$ cat src/rtl/loop_pkg.sv
`timescale 1ns/1ps
package loop_pkg;
  localparam int CNT_W = 8;
  localparam int AL_W  = 10;

  typedef enum logic [1:0] {
    OP_IDLE  = 2'd0,
    OP_OPEN  = 2'd1,
    OP_CLOSE = 2'd2,
    OP_RSVD  = 2'd3
  } op_e;

  typedef struct packed {
    logic [CNT_W-1:0] count;
    logic [CNT_W-1:0] start;
    logic [CNT_W-1:0] step;
  } lconst_t;

  typedef struct packed {
    logic [CNT_W-1:0] count;
    logic [CNT_W-1:0] iter;
    logic [CNT_W-1:0] step;
    logic [AL_W-1:0]  al;
  } level_t;

  function automatic lconst_t unpack_const(input logic [31:0] w);
    lconst_t c;
    c.count = w[7:0];
    c.start = w[15:8];
    c.step  = w[23:16];
    return c;
  endfunction

  function automatic logic [AL_W-1:0] sext_step(input logic [CNT_W-1:0] s);
    return {{(AL_W-CNT_W){s[CNT_W-1]}}, s};
  endfunction
endpackage

$ cat src/rtl/loop_decide.sv
`timescale 1ns/1ps
module loop_decide
  import loop_pkg::*;
#(
  parameter  int DEPTH = 4,
  parameter  int PC_W  = 12,
  localparam int DW    = $clog2(DEPTH+1)
) (
  input  op_e             op_i,
  input  logic [31:0]     const_i,
  input  logic [PC_W-1:0] pc_i,
  input  logic [PC_W-1:0] target_i,
  input  logic            repeat_i,
  input  logic            brk_en_i,
  input  logic            brk_cond_i,
  input  logic            pred_all_set_i,
  input  logic            pred_all_clear_i,
  input  level_t          top_i,
  input  logic [DW-1:0]   depth_i,
  output logic            jump_o,
  output logic [PC_W-1:0] next_pc_o,
  output logic            push_o,
  output logic            pop_o,
  output logic            adv_o,
  output logic            err_o,
  output level_t          push_lvl_o,
  output level_t          adv_lvl_o
);
  lconst_t          lc;
  logic             empty, full, brk;
  logic [CNT_W:0]   iter_nx;
  logic [AL_W-1:0]  cur_al;

  assign lc      = unpack_const(const_i);
  assign empty   = (depth_i == '0);
  assign full    = (depth_i == DW'(DEPTH));
  assign cur_al  = empty ? '0 : top_i.al;
  assign iter_nx = {1'b0, top_i.iter} + 1'b1;
  assign brk     = brk_en_i && (brk_cond_i ? pred_all_set_i : pred_all_clear_i);

  always_comb begin
    push_lvl_o.count = lc.count;
    push_lvl_o.iter  = '0;
    push_lvl_o.step  = lc.step;
    push_lvl_o.al    = repeat_i ? cur_al : {{(AL_W-CNT_W){1'b0}}, lc.start};

    adv_lvl_o       = top_i;
    adv_lvl_o.iter  = iter_nx[CNT_W-1:0];
    adv_lvl_o.al    = top_i.al + sext_step(top_i.step);
  end

  always_comb begin
    jump_o = 1'b0;
    push_o = 1'b0;
    pop_o  = 1'b0;
    adv_o  = 1'b0;
    err_o  = 1'b0;
    unique case (op_i)
      OP_OPEN: begin
        if (lc.count == '0)  jump_o = 1'b1;  // skip wins over overflow
        else if (full)       err_o  = 1'b1;
        else                 push_o = 1'b1;
      end
      OP_CLOSE: begin
        if (empty) err_o = 1'b1;
        else if (iter_nx < {1'b0, top_i.count} && !brk) begin
          jump_o = 1'b1;
          adv_o  = 1'b1;
        end else pop_o = 1'b1;
      end
      default: ;
    endcase
  end

  assign next_pc_o = jump_o ? target_i : pc_i + PC_W'(1);
endmodule

$ cat src/rtl/loop_stack.sv
`timescale 1ns/1ps
module loop_stack
  import loop_pkg::*;
#(
  parameter  int DEPTH = 4,
  localparam int DW    = $clog2(DEPTH+1),
  localparam int AW    = $clog2(DEPTH)
) (
  input  logic          clk_i,
  input  logic          rst_ni,
  input  logic          push_i,
  input  logic          pop_i,
  input  logic          adv_i,
  input  level_t        push_lvl_i,
  input  level_t        adv_lvl_i,
  output level_t        top_o,
  output logic [DW-1:0] depth_o
);
  level_t        lvl_q [DEPTH];
  logic [DW-1:0] depth_q;

  always_ff @(posedge clk_i or negedge rst_ni) begin
    if (!rst_ni) begin
      depth_q <= '0;
      for (int i = 0; i < DEPTH; i++) lvl_q[i] <= '0;
    end else begin
      for (int i = 0; i < DEPTH; i++) begin
        if (push_i && depth_q == DW'(i))       lvl_q[i] <= push_lvl_i;
        else if (adv_i && depth_q == DW'(i+1)) lvl_q[i] <= adv_lvl_i;
      end
      if (push_i)     depth_q <= depth_q + 1'b1;
      else if (pop_i) depth_q <= depth_q - 1'b1;
    end
  end

  assign top_o   = (depth_q == '0) ? '0 : lvl_q[AW'(depth_q - 1'b1)];
  assign depth_o = depth_q;
endmodule

$ cat src/rtl/loop_ctrl.sv
`timescale 1ns/1ps
module loop_ctrl
  import loop_pkg::*;
#(
  parameter  int DEPTH = 4,
  parameter  int PC_W  = 12,
  localparam int DW    = $clog2(DEPTH+1)
) (
  input  logic            clk_i,
  input  logic            rst_ni,
  input  logic [1:0]      op_i,
  input  logic [PC_W-1:0] pc_i,
  input  logic [PC_W-1:0] target_i,
  input  logic [31:0]     const_i,
  input  logic            repeat_i,
  input  logic            brk_en_i,
  input  logic            brk_cond_i,
  input  logic            pred_all_set_i,
  input  logic            pred_all_clear_i,
  output logic            jump_o,
  output logic [PC_W-1:0] next_pc_o,
  output logic [AL_W-1:0] al_o,
  output logic [DW-1:0]   depth_o,
  output logic            err_o
);
  level_t top, push_lvl, adv_lvl;
  logic   push, pop, adv, err_ev, err_q;

  loop_decide #(.DEPTH(DEPTH), .PC_W(PC_W)) u_decide (
    .op_i             (op_e'(op_i)),
    .const_i          (const_i),
    .pc_i             (pc_i),
    .target_i         (target_i),
    .repeat_i         (repeat_i),
    .brk_en_i         (brk_en_i),
    .brk_cond_i       (brk_cond_i),
    .pred_all_set_i   (pred_all_set_i),
    .pred_all_clear_i (pred_all_clear_i),
    .top_i            (top),
    .depth_i          (depth_o),
    .jump_o           (jump_o),
    .next_pc_o        (next_pc_o),
    .push_o           (push),
    .pop_o            (pop),
    .adv_o            (adv),
    .err_o            (err_ev),
    .push_lvl_o       (push_lvl),
    .adv_lvl_o        (adv_lvl)
  );

  loop_stack #(.DEPTH(DEPTH)) u_stack (
    .clk_i      (clk_i),
    .rst_ni     (rst_ni),
    .push_i     (push),
    .pop_i      (pop),
    .adv_i      (adv),
    .push_lvl_i (push_lvl),
    .adv_lvl_i  (adv_lvl),
    .top_o      (top),
    .depth_o    (depth_o)
  );

  always_ff @(posedge clk_i or negedge rst_ni) begin
    if (!rst_ni) err_q <= 1'b0;
    else if (err_ev) err_q <= 1'b1;
  end

  assign err_o = err_q;
  assign al_o  = top.al;
endmodule

$ cat config.mk
export PLATFORM = sky130hd
export DESIGN_NAME = loop_ctrl
export DESIGN_NICKNAME = d
export VERILOG_FILES = /design/src/rtl/loop_pkg.sv /design/src/rtl/loop_decide.sv /design/src/rtl/loop_stack.sv /design/src/rtl/loop_ctrl.sv
export SDC_FILE = /design/constraint.sdc
export NUM_CORES = 1
export LEC_CHECK = 0
export BUFFER_PORTS_ARGS = -buffer_cell sky130_fd_sc_hd__buf_2
export CAP_MARGIN = 20
export CORE_MARGIN = 4
export CORE_UTILIZATION = 45
export CTS_BUF_LIST = sky130_fd_sc_hd__clkbuf_8
export DETAILED_ROUTE_END_ITERATION = 8
export GPL_TIMING_DRIVEN = 0
export HOLD_SLACK_MARGIN = 0.08
export PLACE_DENSITY = 0.71
export SLEW_MARGIN = 25
export SYNTH_ARGS = -nofsm -noshare
export SYNTH_HDL_FRONTEND = slang
export SYNTH_SLANG_ARGS = --single-unit
$ cat constraint.sdc
create_clock -name clk_i -period 5.25 [get_ports clk_i]
set_input_delay 0.7875 -clock clk_i [delete_from_list [all_inputs] [get_ports clk_i]]
set_output_delay 0.7875 -clock clk_i [all_outputs]
set_load 0.02 [all_outputs]
==> out/metrics.yaml, run 1 <==
grt_use_total_pct: 26.5
syn_avg_cell_area_um2: 9.61
outcome: "finished, final reports clean"
ys_seq_elements: 140
drc_errors: 0
path_class: "register to output pin"
leakagePower_nw: 4.35
ant_nets: 0
cp_slowest_stage_delay_ns: 0.43
power.density_mw_per_mm2: 759
cpMostUsedCell: "buf_12"
grtUsageMet3_pct: 6.79
finalCritPeriodShare_pct: 98.2
ff_latch_area_mm2: 0.00350
dp_cells: 1175
layoutNonFillerInstCount: 1224
fin_crit_ns: 5.16
syn_inst: 862
globalRouteOverflowTotal: 0
reg2regPathDepth: 19
multiInputGateArea_mm2: 0.00470
dp_slack_ns: -1.18
slew_violations: 0
ios: 92
worstMarginPinSlew_ns: 0.964
crit_path_max_fanout: 6
synthArstFlopShare_pct: 100
root_buffer: "clkbuf_8"
hold_violations: 0
synth_warnings: 0
wire_per_inst_um: 21.9
required_ns: 4.46
path_depth: 20
clock_latency_ns: 0.48
grt_pass1_wl_um: 41300
syn_nets: 954
slew_headroom_pct: 35.7
power.total_mw: 7.62
die_y_um: 144
grt_pass1_vias: 7356
die_area_mm2: 0.0207
via_per_inst: 6.15
synth_top_area_cell: "dfrtp_1"
row_count: 49
htreeDepth: 4
max-clock-path-buffers: 2
synth_edf_count: 0
met1_usage_pct: 37.0
drv_cap: 0
synth_area_leaders: "dfrtp_1 42%, mux4_2 9.2%, nand2_1 5.9%, nor2_1 5.2%, ha_1 3.9%"
fin_nets: 1074
worstPathArrival_ns: 4.37
portBuffers: 83
n_antenna_cell: 0
via_count: 7533
worstSetupEndpointType: "output pin"
critPathBufInv: 7
antenna_found_initial: 0
yosys.area.top_type_share_pct: 42.3
setup_viol: 0
worst_slack_ns: 0.0942
grt_max_degree: 79
fmax_mhz: 194
drtIter0Drc: 674
crit_family: "buffers and inverters"
skew_ns: 0.0167
cp-start-kind: "register"
grt_use_met2_pct: 39.7
path_clk_slew_ns: 0.08
initial_core_util_pct: 46.0
die_x_um: 144
vdd_ir_drop_max_v: 0.000469
synth-main-ff-cell: "dfrtp_1"
cp_slowest_cell: "dfrtp_2"
dr.pass1.iters: 6
clock_sinks: 140
cts_buffers: 17
wirelength_um: 26800
netlist_area_mm2: 0.00829
drive_above_1_share_pct: 26.4
core_area_mm2: 0.0180
seq_area_frac_synth_pct: 42.3
worstPathCellList: "buf_12, buf_12, buf_12, inv_8, ha_4, buf_12, mux4_2, and2_4, ha_4, and4_4, nor2b_4, xnor2_2, ha_4, nand3_4, nor3_4, o31a_4, o32ai_4, buf_12, mux2_4, buf_6"
cts_tree: "built"
areaGrowthSynthToFinish_pct: 21.1
synth.lib_cells_used.distinct: 58
num-fill-cells: 1630
dp_hpwl_um: 17900
hold_class: "primary input to async pin"
grt_busiest_layer: "met2"
gp_congestion: 0.911
==> worst register-to-register path, cell delays in order (launching register included) <==
cell	delay, ns
dfrtp_2	0.39
buf_12	0.11
buf_12	0.10
buf_12	0.12
inv_8	0.04
ha_4	0.32
buf_12	0.12
buf_4	0.17
clkbuf_1	0.59
mux4_2	0.41
and2_1	0.16
clkbuf_1	0.15
ha_1	0.22
a21oi_1	0.30
o211ai_1	0.19
o41ai_1	0.47
o21ai_0	0.22
xnor2_1	0.39
nand2_1	0.11
a22oi_1	0.15
==> worst paths after layout <==
check | slack [ns] | start | endpoint
setup / recovery | 0.09 | u_stack.depth_o[0] | next_pc_o[1]
hold / removal | 0.26 | rst_ni | u_stack.lvl_q[131]
setup reg to reg | 0.44 | u_stack.depth_o[0] | u_stack.lvl_q[43]
hold reg to reg | 0.50 | err_o | err_o
max in group asynchronous | 4.23 | rst_ni | u_stack.lvl_q[6]
min in group clk_i | 0.50 | err_o | err_o
==> state kept, by name, indices dropped and copies added (netlist names) <==
| name | flops |
|---|---|
| u_stack.lvl_q | 136 |
| u_stack.depth_o | 3 |
| err_o | 1 |
==> layout make-up <==
cell class                      count  area share [%]
Tap cell                          229            2.85
Buffer                             59            4.00
Timing Repair Buffer              103            6.62
Clock buffer                       17            2.33
Clock inverter                     15            1.97
Multi-Input combinational cell    649            46.8
Inverter                           12           0.524
Sequential cell                   140            34.9
==> power breakdown <==
group | switching, mW | internal (mW)
Combinational | 2.80 | 2.06
Clock | 0.463 | 0.518
Sequential | 0.254 | 1.52
==> what timing repair did <==
item	CTS	global route
resized for setup	61	20
pin swaps	6	13
setup endpoints to repair	152	13
setup buffers	12	6
cloned	0	1
hold buffers	0	0
==> metal layers <==
layer / routed length, um / share of wire, %
met1: 10900 / 41
met2: 12200 / 46
met3: 2760 / 10
met4: 939 / 3.5
met5: 0 / 0
==> synth_stat cells, types with 7 or more instances <==
master / count
a211oi_1: 9
a21oi_1: 31
a221o_1: 12
a22o_1: 7
a22oi_1: 8
and2_1: 23
and3_1: 7
buf_2: 22
clkbuf_1: 30
dfrtp_1: 140
ha_1: 26
inv_1: 12
mux2_2: 9
mux2i_1: 23
mux4_2: 34
nand2_1: 130
nand3_1: 43
nor2_1: 115
nor3_1: 18
o21ai_0: 32
o21ai_1: 11
o221a_2: 9
o22ai_1: 28
xnor2_1: 16
xor2_1: 8
==> metrics by stage <==
step           hold WS, ns  utilization (%)  setup TNS [ns]  area (um2)
2_1_floorplan        0.445                -               0        8380
3_3_place_gp         0.454             50.4          -74.06        9080
3_5_place_dp         0.479             50.6          -68.93        9120
4_1_cts              0.266             54.9               0        9900
5_1_grt              0.285             55.7         -0.0677       10000
6_report             0.256             55.7               0       10000
==> cells in the final DEF (no fill, tap or decap), types with 4 or more instances in the layout <==
cell type and instances:
a211oi_1 9, buf_12 5, mux2i_1 23, clkbuf_1 24, buf_4 25, xor2_1 8
and2_1 21, nor3_1 17, dfrtp_1 139, xnor2_1 14, bufinv_16 4, buf_2 89
nor2b_1 4, o211ai_1 6, a22o_1 7, mux2_2 8, ha_1 21, nor2_1 114
mux4_2 34, inv_1 13, a21oi_1 30, o22ai_1 28, a22oi_1 8, o21ai_2 13
a221o_1 12, ha_4 5, clkbuf_8 18, nand4_1 6, o21ai_0 20, o221a_2 9
nand2_1 130, buf_6 8, and3_1 7, nand3_1 40, o21ai_1 10
==> cell families after synthesis <==
kind of cell	synth area share (%)
buffers and inverters	4.09
adders and majority gates	4.17
xor gates and xnor gates	2.54
DFF	42.3
and+or+nand+nor	19.4
muxes	13.2
AOI/OAI and AO/OA	14.3
(Power assumes the default switching activity.)
==> run 2: changes to the inputs <==
--- a/config.mk
+++ b/config.mk
@@ -9,12 +9,10 @@
 export CAP_MARGIN = 20
 export CORE_MARGIN = 4
 export CORE_UTILIZATION = 45
-export CTS_BUF_LIST = sky130_fd_sc_hd__clkbuf_8
 export DETAILED_ROUTE_END_ITERATION = 8
 export GPL_TIMING_DRIVEN = 0
 export HOLD_SLACK_MARGIN = 0.08
 export PLACE_DENSITY = 0.71
-export SLEW_MARGIN = 25
 export SYNTH_ARGS = -nofsm -noshare
 export SYNTH_HDL_FRONTEND = slang
 export SYNTH_SLANG_ARGS = --single-unit
==> run 2 against run 1 <==
Against the previous run:
- flip-flop and latch count unchanged
- setup slack better by 0.00065 ns
- cell count up 0.16%
- total power up 4.9%
- global-route usage up 0.31 points
- via count up 0.27%
- hold slack better by 0.088 ns
- first-iteration DRC count up 11%
- register-to-register slack about the same
==> out/metrics.yaml, run 2 (same netlist as run 1, synthesis figures left out) <==
holdWs_ns: 0.344  # +0.0876 ns
ant_nets: 0  # unchanged
outcome: "finished, final reports clean"
crit_path_max_fanout: 10  # +4
max-clock-path-buffers: 2  # unchanged
clock_sinks: 140  # unchanged
areaGrowthSynthToFinish_pct: 23.9
power.density_mw_per_mm2: 779  # +2.6%
required_ns: 4.46  # about the same
root_buffer: "clkbuf_16"
die_area_mm2: 0.0207  # unchanged
grt_use_total_pct: 26.8  # +0.31 points
leakagePower_nw: 4.44  # +2.2%
wirelength_um: 27100  # +0.80%
portBuffers: 83  # unchanged
slew_violations: 0  # unchanged
worstMarginPinSlew_ns: 0.949  # -0.0151 ns
vdd_ir_drop_max_v: 0.000475  # +1.4%
dr.pass1.iters: 5  # -1
die_x_um: 144  # unchanged
fin_nets: 1076  # +0.19%
via_count: 7553  # +0.27%
grt_pass1_wl_um: 41800  # +1.3%
r2r_setup_slack_ns: 0.43  # about the same
cp-start-kind: "register"
via_per_inst: 6.16  # +0.10%
drive_above_1_share_pct: 26.7  # +0.25 points
clock_latency_ns: 0.44  # -0.04 ns
num-fill-cells: 1594  # -2.2%
finalCritPeriodShare_pct: 98.2  # about the same
drtIter0Drc: 745  # +11%
critPathBufInv: 9  # +2
largest_reg_flops: 136  # unchanged
rsz0062_at_grt: "false"
gp_congestion: 0.911  # unchanged
antenna_found_initial: 0  # unchanged
ios: 92  # unchanged
globalRouteOverflowTotal: 0  # unchanged
setup_viol: 0  # unchanged
drc_errors: 0  # unchanged
cpMostUsedCell: "buf_12"
path_clk_slew_ns: 0.06  # -0.02 ns
grt_pass1_vias: 7476  # +1.6%
final_area_mm2: 0.0103  # +2.3%
cts_tree: "built"
cts_buffers: 17  # unchanged
drv_cap: 0  # unchanged
hold_violations: 0  # unchanged
fmax_mhz: 194  # about the same
core_area_mm2: 0.0180  # unchanged
fin_setup_tns_ns: 0  # unchanged
layout_common_cells: "139 x dfrtp_1, 129 x nand2_1, 114 x nor2_1, 89 x buf_2, 41 x nand3_1"
wire_per_inst_um: 22.1  # +0.64%
crit_family: "buffers and inverters"
cp_slowest_cell: "dfrtp_2"
placed_cell_area_mm2: 0.00911  # about the same
slew_headroom_pct: 36.7  # +1.0 points
worstSetupEndpointType: "output pin"
largest_register: "u_stack.lvl_q"
cp_slowest_stage_delay_ns: 0.42  # about the same
hold_class: "primary input to async pin"
n_antenna_cell: 0  # unchanged
final_common_cell: "dfrtp_1"
dp_hpwl_um: 17900  # about the same
worstPathCellList: "buf_12, buf_12, buf_12, inv_8, ha_4, nand2b_4, clkbuf_8, clkbuf_16, clkbuf_16, and2_4, ha_4, and4_4, nor2b_4, xnor2_2, ha_4, nand3_4, nor3_4, o31a_4, o32ai_4, buf_12, mux2_4, buf_6"
row_count: 49  # unchanged
fin_crit_ns: 5.16  # -0.000651 ns
worstPathArrival_ns: 4.37  # about the same
grt_max_degree: 79  # unchanged
initial_core_util_pct: 46.0  # unchanged
path_class: "register to output pin"
htreeDepth: 4  # unchanged
skew_ns: 0.0104  # -0.00636 ns
die_y_um: 144  # unchanged
[run 2: path summary, 6_finish.rpt]
check                                    from  cells after the start                 end
setup / recovery           u_stack.depth_o[0]                     22        next_pc_o[1]
hold / removal                         rst_ni                      1  u_stack.lvl_q[131]
setup reg to reg           u_stack.depth_o[0]                     19   u_stack.lvl_q[43]
hold reg to reg                         err_o                      1               err_o
max in group asynchronous              rst_ni                      2   u_stack.lvl_q[88]
min in group clk_i                      err_o                      1               err_o
[run 2: worst reg2reg max path: cells and delay by family (launching register included)]
kind            cells  cell delay (ns)
compound gates      5             1.32
xor+xnor            1             0.40
fa+ha+maj           2             0.55
buf+inv             8             1.42
flops               1             0.39
mux                 1             0.40
simple gates        2             0.27
[run 2: layer usage]
layer  track usage (%)  vias to the layer above  wire, um
met4              11.3                        0       891
li1                  -                     3338         -
met1              36.6                     3718     11200
met3              7.55                       72      2650
met2              40.5                      425     12300
met5                 0                        -         0
[run 2: final cells by class]
cell class	instances	area (um2)	share of cell area, %
multi-input combinational	649	4710	45.8
sequential	140	3500	34.1
timing repair buffer	104	666	6.48
clock buffer	19	433	4.22
buffer	60	427	4.16
tap	229	287	2.79
clock inverter	13	190	1.85
inverter	12	52.6	0.512
[run 2: where the power goes]
part | leakage [nW] | switching, mW | internal, mW | total (mW)
registers | 1.75 | 0.259 | 1.53 | 1.79
logic | 2.39 | 2.83 | 2.07 | 4.90
clock network | 0.296 | 0.504 | 0.800 | 1.30
total | 4.44 | 3.59 | 4.40 | 7.99
[run 2: timing repair]
item,in CTS,in global routing
hold buffers,0,0
pin swaps,8,11
endpoints found under the setup margin,152,13
gates cloned,0,1
setup buffers,15,4
gates resized for setup,52,28
[run 2: stage by stage]
stage	worst slack [ns]	cells	utilization, %	power, mW
floorplan	0.0184	862	-	4.88
CTS	0.0189	1222	56.0	7.72
global placement	-1.22	1174	50.4	5.94
detailed placement	-1.18	1175	50.6	6.05
global route	0.000578	1226	56.9	8.45
finish	0.0948	1226	56.9	7.99
==> run 3: changes to the inputs <==
--- a/config.mk
+++ b/config.mk
@@ -7,7 +7,7 @@
 export LEC_CHECK = 0
 export BUFFER_PORTS_ARGS = -buffer_cell sky130_fd_sc_hd__buf_2
 export CAP_MARGIN = 20
-export CORE_MARGIN = 4
+export CORE_MARGIN = 2
 export CORE_UTILIZATION = 45
 export DETAILED_ROUTE_END_ITERATION = 8
 export GPL_TIMING_DRIVEN = 0
==> constraint.sdc (replaced) <==
create_clock -name clk_i -period 5.25 [get_ports clk_i]
set_input_delay 1.05 -clock clk_i [delete_from_list [all_inputs] [get_ports clk_i]]
set_output_delay 1.05 -clock clk_i [all_outputs]
set_load 0.02 [all_outputs]
==> run 3 against run 2 <==
Against the previous run:
- count of clock-buffer cells in the layout grew 2
- sequential share of layout area grew 0.083 points
- sequential power is essentially flat
- hold slack gained 0.14 ns
- clock skew grew 0.0023 ns
- non-clock buffer count grew 11
- wire length is essentially flat
- cell count grew 0.90%
- total power shrank 2.7%
- first-iteration DRC count grew 3.2%
- die area shrank 5.5%
- combinational power shrank 3%
- highest routed layer unchanged
==> out/metrics.yaml, run 3 (same netlist as run 1, synthesis figures left out) <==
required_ns: 4.20  # -0.26 ns
fmax_mhz: 192  # -0.94%
layout_common_cells: "139 x dfrtp_1, 125 x nand2_1, 114 x nor2_1, 87 x buf_2, 42 x nand3_1"
grt_pass1_wl_um: 42100  # +0.72%
die_y_um: 140  # -2.8%
dp_hpwl_um: 17400  # -2.9%
cp_slowest_cell: "dfrtp_2"
worstPathArrival_ns: 4.15  # -0.22 ns
path_clk_slew_ns: 0.06  # about the same
die_area_mm2: 0.0195  # -5.5%
crit_family: "adder cells"
outcome: "finished, final reports clean"
worstSetupEndpointType: "output pin"
portBuffers: 83  # unchanged
fin_setup_tns_ns: 0  # unchanged
crit_path_max_fanout: 7  # -3
largest_reg_flops: 136  # unchanged
max-clock-path-buffers: 2  # unchanged
placed_cell_area_mm2: 0.00916  # +0.54%
largest_register: "u_stack.lvl_q"
power.density_mw_per_mm2: 760  # -2.5%
drv_cap: 0  # unchanged
final_area_mm2: 0.0102  # -0.24%
finalCritPeriodShare_pct: 99.1  # +0.93 points
globalRouteOverflowTotal: 0  # unchanged
critPathBufInv: 5  # -4
utilization_pct: 56.8  # -0.14 points
hold_class: "register to register"
power.total_mw: 7.78  # -2.7%
ant_nets: 0  # unchanged
cts_buffers: 17  # unchanged
gp_congestion: 0.884  # -3.0%
n_antenna_cell: 0  # unchanged
slew_violations: 0  # unchanged
clock_latency_ns: 0.43  # about the same
cpMostUsedCell: "buf_12"
clock_sinks: 140  # unchanged
wirelength_um: 27100  # about the same
fin_crit_ns: 5.20  # +0.0489 ns
cts_tree: "built"
rsz0062_at_grt: "true"
core_area_mm2: 0.0180  # unchanged
ios: 92  # unchanged
wire_per_inst_um: 21.9  # -0.86%
via_count: 7652  # +1.3%
htreeDepth: 4  # unchanged
drtIter0Drc: 769  # +3.2%
row_count: 49  # unchanged
worstMarginPinSlew_ns: 0.958  # +0.00915 ns
hold_violations: 0  # unchanged
via_per_inst: 6.19  # +0.41%
drive_above_1_share_pct: 27.4  # +0.70 points
root_buffer: "clkbuf_16"
cp-start-kind: "register"
fin_nets: 1087  # +1.0%
grt_use_total_pct: 27.9  # +1.1 points
path_class: "register to output pin"
grt_max_degree: 87  # +10%
cp_slowest_stage_delay_ns: 0.48  # +0.06 ns
vdd_ir_drop_max_v: 0.000501  # +5.5%
initial_core_util_pct: 46.0  # unchanged
grt_pass1_vias: 7491  # +0.20%
final_common_cell: "dfrtp_1"
setup_viol: 0  # unchanged
dr.pass1.iters: 7  # +2
die_x_um: 140  # -2.8%
skew_ns: 0.0127  # +0.00229 ns
worstPathCellList: "buf_12, inv_8, ha_4, buf_12, mux4_2, and2_4, ha_4, and4_4, nor2b_4, xnor2_2, ha_1, nand3_2, nor3_4, o31a_4, o32ai_4, buf_12, mux2_4, buf_6"
drc_errors: 0  # unchanged
slew_headroom_pct: 36.1  # -0.61 points
areaGrowthSynthToFinish_pct: 23.6
leakagePower_nw: 4.47  # +0.71%
antenna_found_initial: 0  # unchanged
-- run 3: cell types whose count changed in the layout (fill, tap and decap cells not counted), sizes merged --
cell | before | now
buf | 134 | 146
bufinv | 4 | 2
clkbuf | 49 | 50
clkinv | 3 | 4
clkinvlp | 3 | 2
-- run 3: per-layer routing --
| layer | vias up | wire length (um) | GRT usage [%] |
|---|---|---|---|
| li1 | 3365 | - | - |
| met1 | 3795 | 11000 | 38.9 |
| met2 | 428 | 12600 | 43.5 |
| met3 | 64 | 2670 | 6.26 |
| met4 | 0 | 826 | 9.26 |
| met5 | - | 0 | 0 |
-- run 3: worst paths after layout --
check / start / endpoint / slack (ns) / cells past startpoint
max reg2reg: u_stack.depth_o[0] / u_stack.lvl_q[43] / 0.44 / 17
min: err_o / err_o / 0.48 / 1
min reg2reg: err_o / err_o / 0.48 / 1
max: u_stack.depth_o[0] / next_pc_o[1] / 0.05 / 18
max in group asynchronous: rst_ni / u_stack.lvl_q[89] / 3.84 / 2
min in group asynchronous: rst_ni / u_stack.lvl_q[82] / 0.57 / 1
-- run 3: cell type report --
cell class / count / area [um2]
Buffer: 57 / 350
Clock buffer: 21 / 460
Clock inverter: 11 / 133
Fill cell: 1563 / 7780
Inverter: 12 / 52.6
Multi-Input combinational cell: 649 / 4650
Sequential cell: 140 / 3500
Tap cell: 229 / 287
Timing Repair Buffer: 118 / 805
-- run 3: power by group --
group          switching (mW)  internal (mW)
registers               0.262           1.53
clock network           0.497          0.731
logic                    2.75           2.01
total                    3.51           4.27
-- run 3: timing repair --
| item | in CTS | in global routing |
|---|---|---|
| setup buffers | 25 | 7 |
| pin swaps | 12 | 11 |
| hold buffers | 0 | 0 |
| gates resized for setup | 65 | 10 |
| cloned | 2 | 0 |
| setup endpoints to repair | 112 | 13 |
-- run 3: metrics by stage --
step                      cells  hold slack (ns)  setup WS [ns]
after floorplan             862            0.445        0.00184
after CTS                  1234            0.484         -0.149
after detailed placement   1175            0.470          -1.07
after global routing       1237            0.509        -0.0508
after global placement     1174            0.466          -1.02
final                      1237            0.484         0.0459
